===== config.mk =====
export PLATFORM = sky130hd
export DESIGN_NAME = bslice_alu
export DESIGN_NICKNAME = d
export VERILOG_FILES = /design/src/rtl/bslice_alu_pkg.sv /design/src/rtl/alu_ctrl_decode.sv /design/src/rtl/alu_bit_slice.sv /design/src/rtl/alu_slt_ovf.sv /design/src/rtl/bslice_alu.sv
export SDC_FILE = /design/constraint.sdc
export NUM_CORES = 1
export LEC_CHECK = 0
export ABC_AREA = 1
export CAP_MARGIN = 30
export CORE_UTILIZATION = 49
export DETAILED_ROUTE_END_ITERATION = 7
export DONT_BUFFER_PORTS = 1
export GPL_TIMING_DRIVEN = 0
export SYNTH_ARGS = -nofsm -noshare
export SYNTH_HDL_FRONTEND = slang
export SYNTH_SLANG_ARGS = --single-unit

===== constraint.sdc =====
create_clock -name vclk -period 9
set_clock_uncertainty 0.15 [all_clocks]
set_input_delay 1.8 -clock vclk [all_inputs]
set_output_delay 1.8 -clock vclk [all_outputs]
set_load 0.02 [all_outputs]

===== src/rtl/bslice_alu_pkg.sv =====
package bslice_alu_pkg;

  typedef enum logic [2:0] {
    OP_AND  = 3'd0,
    OP_OR   = 3'd1,
    OP_NAND = 3'd2,
    OP_NOR  = 3'd3,
    OP_ADD  = 3'd4,
    OP_SUB  = 3'd5,
    OP_SLT  = 3'd6,
    OP_RSVD = 3'd7
  } alu_op_e;

  typedef enum logic [1:0] {
    SEL_AND  = 2'd0,
    SEL_OR   = 2'd1,
    SEL_SUM  = 2'd2,
    SEL_LESS = 2'd3
  } slice_sel_e;

  typedef struct packed {
    logic       inv_a;
    logic       inv_b;
    logic       cin0;
    slice_sel_e sel;
  } slice_ctrl_t;

endpackage


===== src/rtl/alu_ctrl_decode.sv =====
module alu_ctrl_decode
  import bslice_alu_pkg::*;
(
  input  logic [2:0]  op_i,
  output slice_ctrl_t ctrl_o
);

  alu_op_e op_w;
  assign op_w = alu_op_e'(op_i);

  always_comb begin
    ctrl_o = '{inv_a: 1'b0, inv_b: 1'b0, cin0: 1'b0, sel: SEL_AND};
    unique case (op_w)
      OP_AND:  ctrl_o.sel = SEL_AND;
      OP_OR:   ctrl_o.sel = SEL_OR;
      OP_NAND: begin
        ctrl_o.inv_a = 1'b1;
        ctrl_o.inv_b = 1'b1;
        ctrl_o.sel   = SEL_OR;
      end
      OP_NOR: begin
        ctrl_o.inv_a = 1'b1;
        ctrl_o.inv_b = 1'b1;
        ctrl_o.sel   = SEL_AND;
      end
      OP_ADD:  ctrl_o.sel = SEL_SUM;
      OP_SUB: begin
        ctrl_o.inv_b = 1'b1;
        ctrl_o.cin0  = 1'b1;
        ctrl_o.sel   = SEL_SUM;
      end
      OP_SLT: begin
        ctrl_o.inv_b = 1'b1;
        ctrl_o.cin0  = 1'b1;
        ctrl_o.sel   = SEL_LESS;
      end
      default: ctrl_o.sel = SEL_AND;
    endcase
  end

endmodule


===== src/rtl/alu_bit_slice.sv =====
module alu_bit_slice
  import bslice_alu_pkg::*;
(
  input  logic       a_i,
  input  logic       b_i,
  input  logic       less_i,
  input  logic       inv_a_i,
  input  logic       inv_b_i,
  input  logic       cin_i,
  input  slice_sel_e sel_i,
  output logic       res_o,
  output logic       cout_o,
  output logic       sign_o
);

  logic a_x, b_x, sum_w;

  assign a_x    = a_i ^ inv_a_i;
  assign b_x    = b_i ^ inv_b_i;
  assign sum_w  = a_x ^ b_x ^ cin_i;
  assign cout_o = (a_x & b_x) | (a_x & cin_i) | (b_x & cin_i);
  assign sign_o = sum_w;

  always_comb begin
    unique case (sel_i)
      SEL_AND:  res_o = a_x & b_x;
      SEL_OR:   res_o = a_x | b_x;
      SEL_SUM:  res_o = sum_w;
      SEL_LESS: res_o = less_i;
      default:  res_o = 1'b0;
    endcase
  end

endmodule


===== src/rtl/alu_slt_ovf.sv =====
module alu_slt_ovf (
  input  logic msb_sign_i,
  input  logic c_into_msb_i,
  input  logic c_out_msb_i,
  output logic ovf_o,
  output logic less0_o
);

  assign ovf_o   = c_into_msb_i ^ c_out_msb_i;
  // A set overflow flag means the top sum bit carries the wrong sign.
  assign less0_o = msb_sign_i ^ ovf_o;

endmodule


===== src/rtl/bslice_alu.sv =====
module bslice_alu
  import bslice_alu_pkg::*;
#(
  parameter int WIDTH = 8
) (
  input  logic [WIDTH-1:0] a_i,
  input  logic [WIDTH-1:0] b_i,
  input  logic [2:0]       op_i,
  output logic [WIDTH-1:0] res_o,
  output logic             ovf_o
);

  localparam int MSB = WIDTH - 1;

  slice_ctrl_t      ctrl_w;
  logic [WIDTH:0]   carry_w;
  logic [WIDTH-1:0] less_w;
  logic [WIDTH-1:0] sign_w;
  logic             less0_w;

  alu_ctrl_decode u_dec (
    .op_i   (op_i),
    .ctrl_o (ctrl_w)
  );

  assign carry_w[0] = ctrl_w.cin0;

  for (genvar i = 0; i < WIDTH; i++) begin : g_slice
    if (i == 0) begin : g_lsb
      assign less_w[i] = less0_w;
    end else begin : g_upper
      assign less_w[i] = 1'b0;
    end

    alu_bit_slice u_slice (
      .a_i     (a_i[i]),
      .b_i     (b_i[i]),
      .less_i  (less_w[i]),
      .inv_a_i (ctrl_w.inv_a),
      .inv_b_i (ctrl_w.inv_b),
      .cin_i   (carry_w[i]),
      .sel_i   (ctrl_w.sel),
      .res_o   (res_o[i]),
      .cout_o  (carry_w[i+1]),
      .sign_o  (sign_w[i])
    );
  end

  alu_slt_ovf u_flag (
    .msb_sign_i   (sign_w[MSB]),
    .c_into_msb_i (carry_w[MSB]),
    .c_out_msb_i  (carry_w[WIDTH]),
    .ovf_o        (ovf_o),
    .less0_o      (less0_w)
  );

  // Checks on the assembled row of slices.
  always_comb begin
    if (op_i == 3'(OP_SLT)) begin
      p_slt_upper_zero_r10: assert (res_o[MSB:1] == '0)
        else $error("upper bits nonzero under compare");
      p_slt_signed_r9: assert (res_o[0] == ($signed(a_i) < $signed(b_i)))
        else $error("compare bit wrong");
    end
    if (op_i == 3'(OP_ADD)) begin
      p_sum_sign_r5: assert (sign_w == res_o)
        else $error("slice sums disagree with result");
      p_add_ovf_r7: assert (ovf_o == ((a_i[MSB] == b_i[MSB]) && (res_o[MSB] != a_i[MSB])))
        else $error("add overflow wrong");
    end
    if (op_i == 3'(OP_SUB)) begin
      p_sub_ovf_r8: assert (ovf_o == ((a_i[MSB] != b_i[MSB]) && (res_o[MSB] != a_i[MSB])))
        else $error("sub overflow wrong");
    end
    if (op_i == 3'(OP_NAND)) begin
      p_nand_r3: assert (res_o == ~(a_i & b_i))
        else $error("nand wrong");
    end
  end

endmodule


-- Word-level counts from Yosys, hierarchy flattened
Index checks and enable logic that the tools add are counted.
- multiplexer cells: 12
- equal/unequal tests: 9
- reduce and logical (&&, ||, !) cells: 6
- bitwise gates (word level): 82
- operators with widths (kind ; count):
    1-bit bitwise XOR ; 34
    1-bit case mux with 4 select lines ; 8
    1-bit bitwise AND ; 24
    1-bit OR ; 24
    3-bit == test (second input constant) ; 3
    2-bit OR reduction ; 4
    3-bit by 2-bit == test with 1-bit output (second input constant) ; 2
    2-bit case mux with 3 select lines ; 1
    2-bit == test (second input constant) ; 2
    4-bit OR reduction ; 1
    3-bit by 1-bit == test with 1-bit output (second input constant) ; 1
    1-bit 2-to-1 mux ; 3
    2-bit by 1-bit == test with 1-bit output (second input constant) ; 1
    2-bit zero test ; 1
- flip-flop bits (word level): 0
- input port bits: 19
- output and inout bits: 9
- word-level logic and storage cells: 109

-- Longest topological paths before layout
Gate-level depths: netlist of run 1.
- depth after elaboration: 31
- depth in mapped cells: 20
- gate-level depth less buffers: 17

-- By module
Synthesis of run 1 repeated with hierarchy kept, for this count alone.
- cell total of the unflattened synthesis: 192
- area total of the unflattened synthesis: 1111.1 µm²
- by module, submodules not included (module ; instances ; area each (µm²) ; cells an instance):
    alu_bit_slice ; 8 ; 125.1 ; 21
    alu_ctrl_decode ; 1 ; 62.6 ; 12
    alu_slt_ovf ; 1 ; 43.8 ; 11
    bslice_alu ; 1 ; 3.8 ; 1

-- Worst setup path before layout of run 1
OpenSTA, ideal clock, no wires.
- path kind: input to output
- start point: in op_i[2]
- end point: out res_o[7]
- required time: 7.050 ns
- stages: 19
- path slack: 1.333 ns
- arrival time: 5.717 ns
- buffers on the path: 3
- path through: buf_4 > inv_6 > nand2_8 > nand3_4 > buf_12 > xor2_2 > fa_1 > fa_1 > inv_1 > fa_1 > fa_1 > fa_1 > fa_1 > fa_1 > fa_1 > inv_1 > nand2_1 > nand3_1 > buf_4
- word-level cells in the longest chain between the ends: 27
- elaborated cells between the ends (all ways): 75
- classes of those cells: eq/ne (9); mux (5); bitwise (55); reduce/logical (6)
- RTL lines (what ; line ; RTL):
    from (decl) ; bslice_alu.sv:8 ; input logic [2:0] op_i,
    3-bit == test / 3-bit by 2-bit == test with 1-bit output (equally long branches) ; alu_ctrl_decode.sv:13 ; unique case (op_w)
    4-bit OR reduction (no line) / 2-bit OR reduction (equally long branches) ; n/a ;
    1-bit 2-to-1 mux ; alu_ctrl_decode.sv:13 ;
    1-bit bitwise XOR, on equally long branches ; alu_bit_slice.sv:19, alu_bit_slice.sv:18 ;
    1-bit bitwise AND ; alu_bit_slice.sv:21 ; assign cout_o = (a_x & b_x) | (a_x & cin_i) | (b_x & cin_i);
    1-bit OR (2 in series) ; alu_bit_slice.sv:21 ;
    1-bit bitwise AND ; alu_bit_slice.sv:21 ;
    1-bit OR (2 in series) ; alu_bit_slice.sv:21 ;
    [6 not listed] ; n/a ;
    1-bit bitwise AND ; alu_bit_slice.sv:21 ;
    1-bit OR (2 in series) ; alu_bit_slice.sv:21 ;
    1-bit bitwise AND ; alu_bit_slice.sv:21 ;
    1-bit OR (2 in series) ; alu_bit_slice.sv:21 ;
    1-bit bitwise AND ; alu_bit_slice.sv:21 ;
    1-bit OR (2 in series) ; alu_bit_slice.sv:21 ;
    1-bit bitwise XOR ; alu_bit_slice.sv:20 ; assign sum_w = a_x ^ b_x ^ cin_i;
    1-bit case mux with 4 select lines (*) ; alu_bit_slice.sv:25 ; unique case (sel_i)
    to (decl) ; bslice_alu.sv:9 ; output logic [WIDTH-1:0] res_o,
Every way passes the cells marked *; elsewhere a longest branch is shown, timed or not.

-- Worst setup path after layout of run 1
- start point: in op_i[2]
- end point: out res_o[0]
- word-level cells in the longest chain between the ends: 31
- elaborated cells between the ends (all ways): 83
- classes of those cells: eq/ne (9); mux (5); bitwise (63); reduce/logical (6)
- RTL lines (what ; line ; RTL):
    3-bit == test / 3-bit by 2-bit == test with 1-bit output (equally long branches) ; alu_ctrl_decode.sv:13 ;
    4-bit OR reduction (no line) / 2-bit OR reduction (equally long branches) ; n/a ;
    1-bit 2-to-1 mux ; alu_ctrl_decode.sv:13 ;
    1-bit bitwise XOR, on equally long branches ; alu_bit_slice.sv:19, alu_bit_slice.sv:18 ;
    1-bit bitwise AND, on equally long branches ; alu_bit_slice.sv:21, alu_bit_slice.sv:26 ;
    1-bit OR (2 in series) ; alu_bit_slice.sv:21 ;
    1-bit bitwise AND ; alu_bit_slice.sv:21 ;
    1-bit OR (2 in series) ; alu_bit_slice.sv:21 ;
    [10 not listed] ; n/a ;
    1-bit OR (2 in series) ; alu_bit_slice.sv:21 ;
    1-bit bitwise AND ; alu_bit_slice.sv:21 ;
    1-bit OR (2 in series) ; alu_bit_slice.sv:21 ;
    1-bit bitwise AND ; alu_bit_slice.sv:21 ;
    1-bit OR (2 in series) ; alu_bit_slice.sv:21 ;
    1-bit bitwise XOR ; alu_slt_ovf.sv:9 ; assign ovf_o = c_into_msb_i ^ c_out_msb_i;
    1-bit bitwise XOR ; alu_slt_ovf.sv:11 ; assign less0_o = msb_sign_i ^ ovf_o;
    1-bit case mux with 4 select lines (*) ; alu_bit_slice.sv:25 ;
Marks and branches as above.

==> results of run 1 <==
## cells by family after synthesis
| kind of cell | after synthesis |
|---|---|
| simple gates | 46 |
| xor+xnor | 25 |
| fa+ha+maj | 25 |
| compound gates | 2 |
| buf+inv | 29 |
## placed cells by master, fill, tap and decap left out, types with 2 or more instances in the layout
master / instances
xnor2_2: 2
buf_4: 9
fa_1: 9
xor2_1: 13
inv_1: 17
xnor2_1: 8
nand3b_1: 8
xor2_2: 2
nand3_1: 17
nor2_1: 3
nand2_1: 14
ha_1: 16
## path summary, 6_finish.rpt
path	end	slack, ns	depth (start not counted)
setup / recovery	res_o[0]	1.02	20
hold / removal	res_o[4]	3.88	4
## critical path: cells and delay by family
family                     cells  cell delay, ns
and+or+nand+nor                5            0.48
adders and majority gates      8            2.79
buffers and inverters          5            0.66
xor gates and xnor gates       1            0.17
AOI/OAI and AO/OA              1            0.12
## power breakdown
| part | total [mW] | switching, mW | internal, mW |
|---|---|---|---|
| registers | 0 | 0 | 0 |
| clock network | 0 | 0 | 0 |
| logic | 0.101 | 0.0580 | 0.0426 |
| total | 0.101 | 0.0580 | 0.0426 |
## area by class of cell
cell class | count | area [sq um]
multi-input combinational | 98 | 902
fill | 204 | 895
buffer | 11 | 98.8
inverter | 18 | 72.6
tap | 27 | 33.8
## layer usage
metal	up-vias	routed length [um]	GRT usage, %
met5	-	0	0
met4	0	0	1.96
met3	0	48	0
met2	17	914	30.8
met1	342	841	24.6
li1	386	-	-
==> flow_metrics.py, run 1 <==
metrics = {
    "placement": {
        "dp_cells": 154,
        "gp_congestion": 0.765,
        "dp_hpwl_um": 1460,
        "place_area_sq_mm": 0.00111,
        "pre_cts_ws_ns": 0.988,
        "numPortBuffers": 0,
    },
    "hold_path": {
        "min_from": "op_i[2]",
        "worstHoldPathType": "in2out",
    },
    "global_routing": {
        "grt_pass1_wl_um": 3260,
        "track_usage_pct": 17.4,
        "grt_pass1_vias": 739,
        "gr-total-overflow": 0,
        "grt_max_degree": 11,
        "antenna_found_initial": 0,
    },
    "finish": {
        "areaGrowthSynthToFinish_pct": 3.15,
        "fin_cells": 154,
        "nNetsFinal": 173,
        "antenna_cells": 0,
        "design_area_sq_mm": 0.00111,
        "seq_cells": 0,
        "post-route-util_pct": 55.3,
        "seqCellArea_sq_um": 0,
        "nClkBuffers": 0,
        "drive_gt1_share_pct": 15.7,
    },
    "die": {
        "dieArea_sq_mm": 0.00238,
        "initial_core_util_pct": 53.6,
        "coreArea_sq_mm": 0.00200,
        "core.rowCount": 16,
        "chipHeight_um": 48.8,
        "ioPinCount": 28,
        "die_w_um": 48.8,
    },
    "setup_path": {
        "crit_type": "in2out",
        "worst_path_most_repeated_cell": "fa_1",
        "worstPathRequired_ns": 7.05,
        "slowest_delay_ns": 0.47,
        "crit_fanout": 10,
        "worstPathCellList": "buf_4 -> inv_6 -> nand2_8 -> nand3_4 -> buf_12 -> xor2_2 -> fa_1 -> fa_1 -> inv_1 -> fa_1 -> fa_1 -> fa_1 -> fa_1 -> fa_1 -> fa_1 -> nand2_1 -> nor2_1 -> a21oi_1 -> nand3_1 -> buf_4",
        "endpoint_kind": "output port",
        "crit_start": "op_i[2]",
        "cp-start-kind": "input port",
        "crit_path_top_delay_cell": "fa_1",
        "arrival_ns": 6.03,
    },
    "pwr": {
        "total_power_mw": 0.101,
        "power_density_mw_per_mm2": 90.8,
        "ir_worst_vdd_mv": 0.0535,
        "power.leakage_nw": 0.557,
    },
    "timing": {
        "max_freq_ghz": 0.125,
        "fin_hold_ws_ns": 3.88,
        "worst_slew_pin_slew_ns": 0.643,
        "relSlewSlack_pct": 56.9,
        "hold_viol_final": 0,
        "slew_viol_final": 0,
        "setup_violations": 0,
        "tns_ns": 0,
        "period_needed_ns": 7.98,
        "rsz0062_at_grt": "false",
        "setup_ws_ns": 1.02,
        "finalCritPeriodShare_pct": 88.7,
    },
    "synthesis": {
        "syn_nets": 171,
        "synthTopCellsByArea": "ha_1 19%, fa_1 17%, xor2_1 11%, nand3_1 7.9%, xnor2_1 6.5%",
        "synth_top_family_by_area": "adder cells",
        "synth_compound_area_share_pct": 0.932,
        "synthSimpleGateAreaFrac_pct": 24.5,
        "yosysTopAreaCell": "ha_1",
        "synthAdderAreaFrac_pct": 35.4,
        "ys_seq_area_share_pct": 0,
        "syn_avg_cell_area_sq_um": 8.45,
        "netlist_instances": 127,
        "synth_top_area_share_pct": 18.6,
        "synthMuxAreaShare_pct": 0,
        "synthTopCellsByCount": "17 x inv_1, 17 x nand3_1, 16 x ha_1",
        "synth-xor-area-share_pct": 23.2,
        "syn-cell-area_sq_mm": 0.00107,
        "synth_cell_types": 21,
        "ys_warn_count": 0,
    },
    "clock_network": {
        "hold_buffers": 0,
        "ctsResizeCount": 0,
        "cts_setup_buffers": 0,
    },
    "drt": {
        "ant_nets": 0,
        "drc": 0,
        "via_per_inst": 4.84,
        "vias": 745,
        "drt_first_pass_iters": 4,
        "drtIter0Drc": 6,
        "totalWireLength_um": 1810,
        "wl_per_cell_um": 11.7,
    },
    "outcome": {
        "status": "finished clean",
    },
    "job": {
        "cap_viol_max_count": 0,
    },
}
Note: power is estimated with default switching activity, not from simulation.
==> run 2, diff against run 1 <==
Settings changed: CORE_UTILIZATION 49 to 68, PLACE_DENSITY set to 0.84, REMOVE_ABC_BUFFERS set to 1.
Clock period 9 ns to 8.3 ns, I/O delays scaled along.
==> flow_metrics.py, run 2 (same netlist as run 1, synthesis figures left out) <==
metrics = {
    "finish": {
        "areaGrowthSynthToFinish_pct": -7.46,
        "post-route-util_pct": 71.9,
        "antenna_cells": 0,
        "multi_input_area_sq_um": 902,
        "seq_cells": 0,
        "nNetsFinal": 162,
        "n_fill_cell": 109,
        "nClkBuffers": 0,
        "layout_common_cells": "17 x inv_1, 17 x nand3_1, 16 x ha_1, 14 x nand2_1, 13 x xor2_1",
        "drive_gt1_share_pct": 7.76,
        "seqCellArea_sq_um": 0,
    },
    "setup_path": {
        "worstPathCellList": "inv_1 -> nand3_1 -> nand3_4 -> xor2_2 -> fa_1 -> fa_1 -> inv_1 -> fa_1 -> fa_1 -> fa_1 -> fa_1 -> fa_1 -> fa_1 -> nand2_1 -> nor2_1 -> a21oi_1 -> nand3_1",
        "worstPathRequired_ns": 6.49,
        "slowest_delay_ns": 0.47,
        "worst_path_most_repeated_cell": "fa_1",
        "crit_type": "in2out",
        "crit_path_top_delay_cell": "fa_1",
        "arrival_ns": 5.69,
        "cp_top_family": "adder cells",
        "cp-start-kind": "input port",
        "crit_fanout": 16,
        "endpoint_kind": "output port",
        "cp_num_buf_inv": 2,
    },
    "timing": {
        "finalCritPeriodShare_pct": 90.4,
        "rsz0062_at_grt": "false",
        "worst_slew_pin_slew_ns": 0.584,
        "hold_viol_final": 0,
        "relSlewSlack_pct": 60.8,
        "fin_hold_ws_ns": 3.42,
        "period_needed_ns": 7.50,
        "setup_violations": 0,
        "tns_ns": 0,
        "setup_ws_ns": 0.799,
        "max_freq_ghz": 0.133,
        "slew_viol_final": 0,
    },
    "die": {
        "dieArea_sq_mm": 0.00174,
        "initial_core_util_pct": 77.6,
        "coreArea_sq_mm": 0.00138,
        "ioPinCount": 28,
        "core.rowCount": 13,
        "chipHeight_um": 41.7,
        "die_w_um": 41.7,
    },
    "drt": {
        "drtIter0Drc": 7,
        "ant_nets": 0,
        "wl_per_cell_um": 13.4,
        "totalWireLength_um": 1750,
        "via_per_inst": 5.57,
        "drc": 0,
        "vias": 730,
        "drt_first_pass_iters": 4,
    },
    "global_routing": {
        "grt_max_degree": 17,
        "gr-total-overflow": 0,
        "track_usage_pct": 21.7,
        "antenna_found_initial": 0,
        "grt_pass1_vias": 739,
        "grt_pass1_wl_um": 3080,
    },
    "placement": {
        "gp_congestion": 0.723,
        "dp_hpwl_um": 1440,
        "numPortBuffers": 0,
        "pre_cts_ws_ns": 0.801,
    },
    "pwr": {
        "power_density_mw_per_mm2": 95.8,
        "ir_worst_vdd_mv": 0.0584,
        "total_power_mw": 0.0952,
        "power.leakage_nw": 0.497,
    },
    "clock_network": {
        "cts_setup_buffers": 0,
        "ctsResizeCount": 0,
        "hold_buffers": 0,
    },
    "outcome": {
        "status": "finished clean",
    },
    "job": {
        "cap_viol_max_count": 0,
    },
    "hold_path": {
        "worstHoldPathType": "in2out",
    },
}
-- run 2: final cells by class --
| cell class | count | area share, % |
|---|---|---|
| Inverter | 18 | 7.30 |
| Multi-Input combinational cell | 98 | 90.8 |
| Tap cell | 15 | 1.89 |
-- run 2: final timing paths --
path	slack, ns	cells after the start	end	from
min	3.42	2	res_o[4]	op_i[2]
max	0.80	17	res_o[0]	op_i[0]
-- run 2: through the flow --
step,std cells,cell area (sq um)
global placement,131,993
global route,131,993
finish,131,993
CTS,131,993
detailed placement,131,993
floorplan,116,975
-- run 2: layer usage --
metal	global-route usage, %	wire length (um)	vias to the layer above
met5	0	0	-
met4	0	0	0
met3	2.17	76	0
met2	44.7	962	18
met1	24.9	711	353
li1	-	-	359
-- run 2: power breakdown --
part           internal [mW]  total (mW)  switching (mW)
combinational         0.0344      0.0952          0.0608
sequential                 0           0               0
clock                      0           0               0
==> run 3, diff against run 2 <==
Settings changed: SYNTH_HIERARCHICAL set to 1.
==> flow_metrics.py, run 3 <==
metrics = {
    "outcome": {
        "status": "finished clean",
    },
    "finish": {
        "design_area_sq_mm": 0.00129,
        "antenna_cells": 0,
        "seq_cells": 0,
        "drive_gt1_share_pct": 23.5,
        "post-route-util_pct": 85.8,
        "multi_input_area_sq_um": 918,
        "nNetsFinal": 245,
        "n_fill_cell": 87,
        "nClkBuffers": 0,
        "layout_common_cells": "51 x inv_1, 46 x nand2_1, 19 x inv_2, 17 x nand3_1, 16 x ha_1",
        "fin_cells": 216,
        "areaGrowthSynthToFinish_pct": 19.1,
        "layout_commonest_cell": "inv_1",
        "seqCellArea_sq_um": 0,
    },
    "global_routing": {
        "gr-total-overflow": 0,
        "grt_pass1_vias": 1022,
        "grt_pass1_wl_um": 3880,
        "grt_max_degree": 15,
        "track_usage_pct": 27.5,
        "antenna_found_initial": 0,
    },
    "die": {
        "initial_core_util_pct": 72.0,
        "die_w_um": 41.9,
        "ioPinCount": 28,
        "chipHeight_um": 41.9,
        "core.rowCount": 14,
        "coreArea_sq_mm": 0.00151,
        "dieArea_sq_mm": 0.00176,
    },
    "setup_path": {
        "crit_start": "op_i[2]",
        "cp-start-kind": "input port",
        "worst_path_most_repeated_cell": "inv_2",
        "worstPathRequired_ns": 6.49,
        "endpoint_kind": "output port",
        "crit_path_top_delay_cell": "fa_2",
        "arrival_ns": 6.44,
        "setup.worst_path.end": "res_o[0]",
        "slowest_delay_ns": 0.59,
        "crit_fanout": 4,
        "crit_type": "in2out",
    },
    "synthesis": {
        "syn-cell-area_sq_mm": 0.00108,
        "ys_warn_count": 6,
        "syn_avg_cell_area_sq_um": 5.86,
        "netlist_instances": 185,
    },
    "pwr": {
        "power_density_mw_per_mm2": 106,
        "power.leakage_nw": 0.781,
        "ir_worst_vdd_mv": 0.0832,
    },
    "placement": {
        "place_area_sq_mm": 0.00114,
        "dp_hpwl_um": 1680,
        "numPortBuffers": 0,
        "dp_cells": 209,
        "gp_congestion": 0.684,
        "pre_cts_ws_ns": -0.883,
    },
    "job": {
        "cap_viol_max_count": 0,
    },
    "timing": {
        "setup_violations": 0,
        "period_needed_ns": 8.25,
        "rsz0062_at_grt": "true",
        "worst_slew_pin_slew_ns": 0.862,
        "hold_viol_final": 0,
        "max_freq_ghz": 0.121,
        "slew_viol_final": 0,
        "relSlewSlack_pct": 42.1,
        "finalCritPeriodShare_pct": 99.4,
        "setup_ws_ns": 0.0461,
        "tns_ns": 0,
    },
    "hold_path": {
        "worstHoldPathType": "in2out",
        "min_from": "op_i[0]",
    },
    "drt": {
        "drt_first_pass_iters": 4,
        "drtIter0Drc": 27,
        "dr_wl_met3_um": 83,
        "via_per_inst": 4.88,
        "wl_per_cell_um": 11.7,
        "ant_nets": 0,
        "top_layer": "met4",
        "m1WireLength_um": 922,
        "vias": 1054,
        "drc": 0,
        "totalWireLength_um": 2520,
        "routed-wl-met2_um": 1420,
    },
    "clock_network": {
        "hold_buffers": 0,
    },
}
-- run 3: report_power, final --
group	switching, mW	internal, mW	leakage [nW]
logic	0.0878	0.0493	0.781
clock network	0	0	0
registers	0	0	0
total	0.0878	0.0493	0.781
-- run 3: metal layers --
metal  vias up  track usage [%]
li1        531                -
met1       488             27.7
met2        25             58.1
met3        10             1.30
met4         0             7.74
met5         -                0
-- run 3: through the flow --
step	hold WS (ns)	total power [mW]
floorplan	3.61	0.0950
global placement	3.69	0.105
detailed placement	3.47	0.114
CTS	3.48	0.123
global route	3.53	0.154
finish	3.52	0.137
-- run 3: worst min-delay path by stage --
stage	to	cells past startpoint	slack (ns)
CTS	res_o[1]	3	3.48
global placement	res_o[4]	6	3.69
finish	res_o[1]	3	3.52
detailed placement	res_o[1]	3	3.47
floorplan	res_o[0]	4	3.61
global route	res_o[1]	3	3.53
-- run 3: critical path, delay by kind of cell --
| kind | cells | cell delay [ns] |
|---|---|---|
| buffers and inverters | 20 | 1.04 |
| adder cells (fa/ha/maj) | 8 | 3.13 |
| AND/OR/NAND/NOR | 6 | 0.38 |
| XOR/XNOR | 1 | 0.22 |
-- run 3: what timing repair did --
action | in CTS | in global routing
setup endpoints to repair | 3 | 2
resized for setup | 21 | 22
pin swaps | 10 | 13
buffers inserted | 4 | 3
cloned | 0 | 0
-- run 3: layout make-up --
cell class	instances	area share (%)
Timing Repair Buffer	9	5.23
Multi-Input combinational cell	119	71.1
Inverter	72	22.2
Tap cell	16	1.55
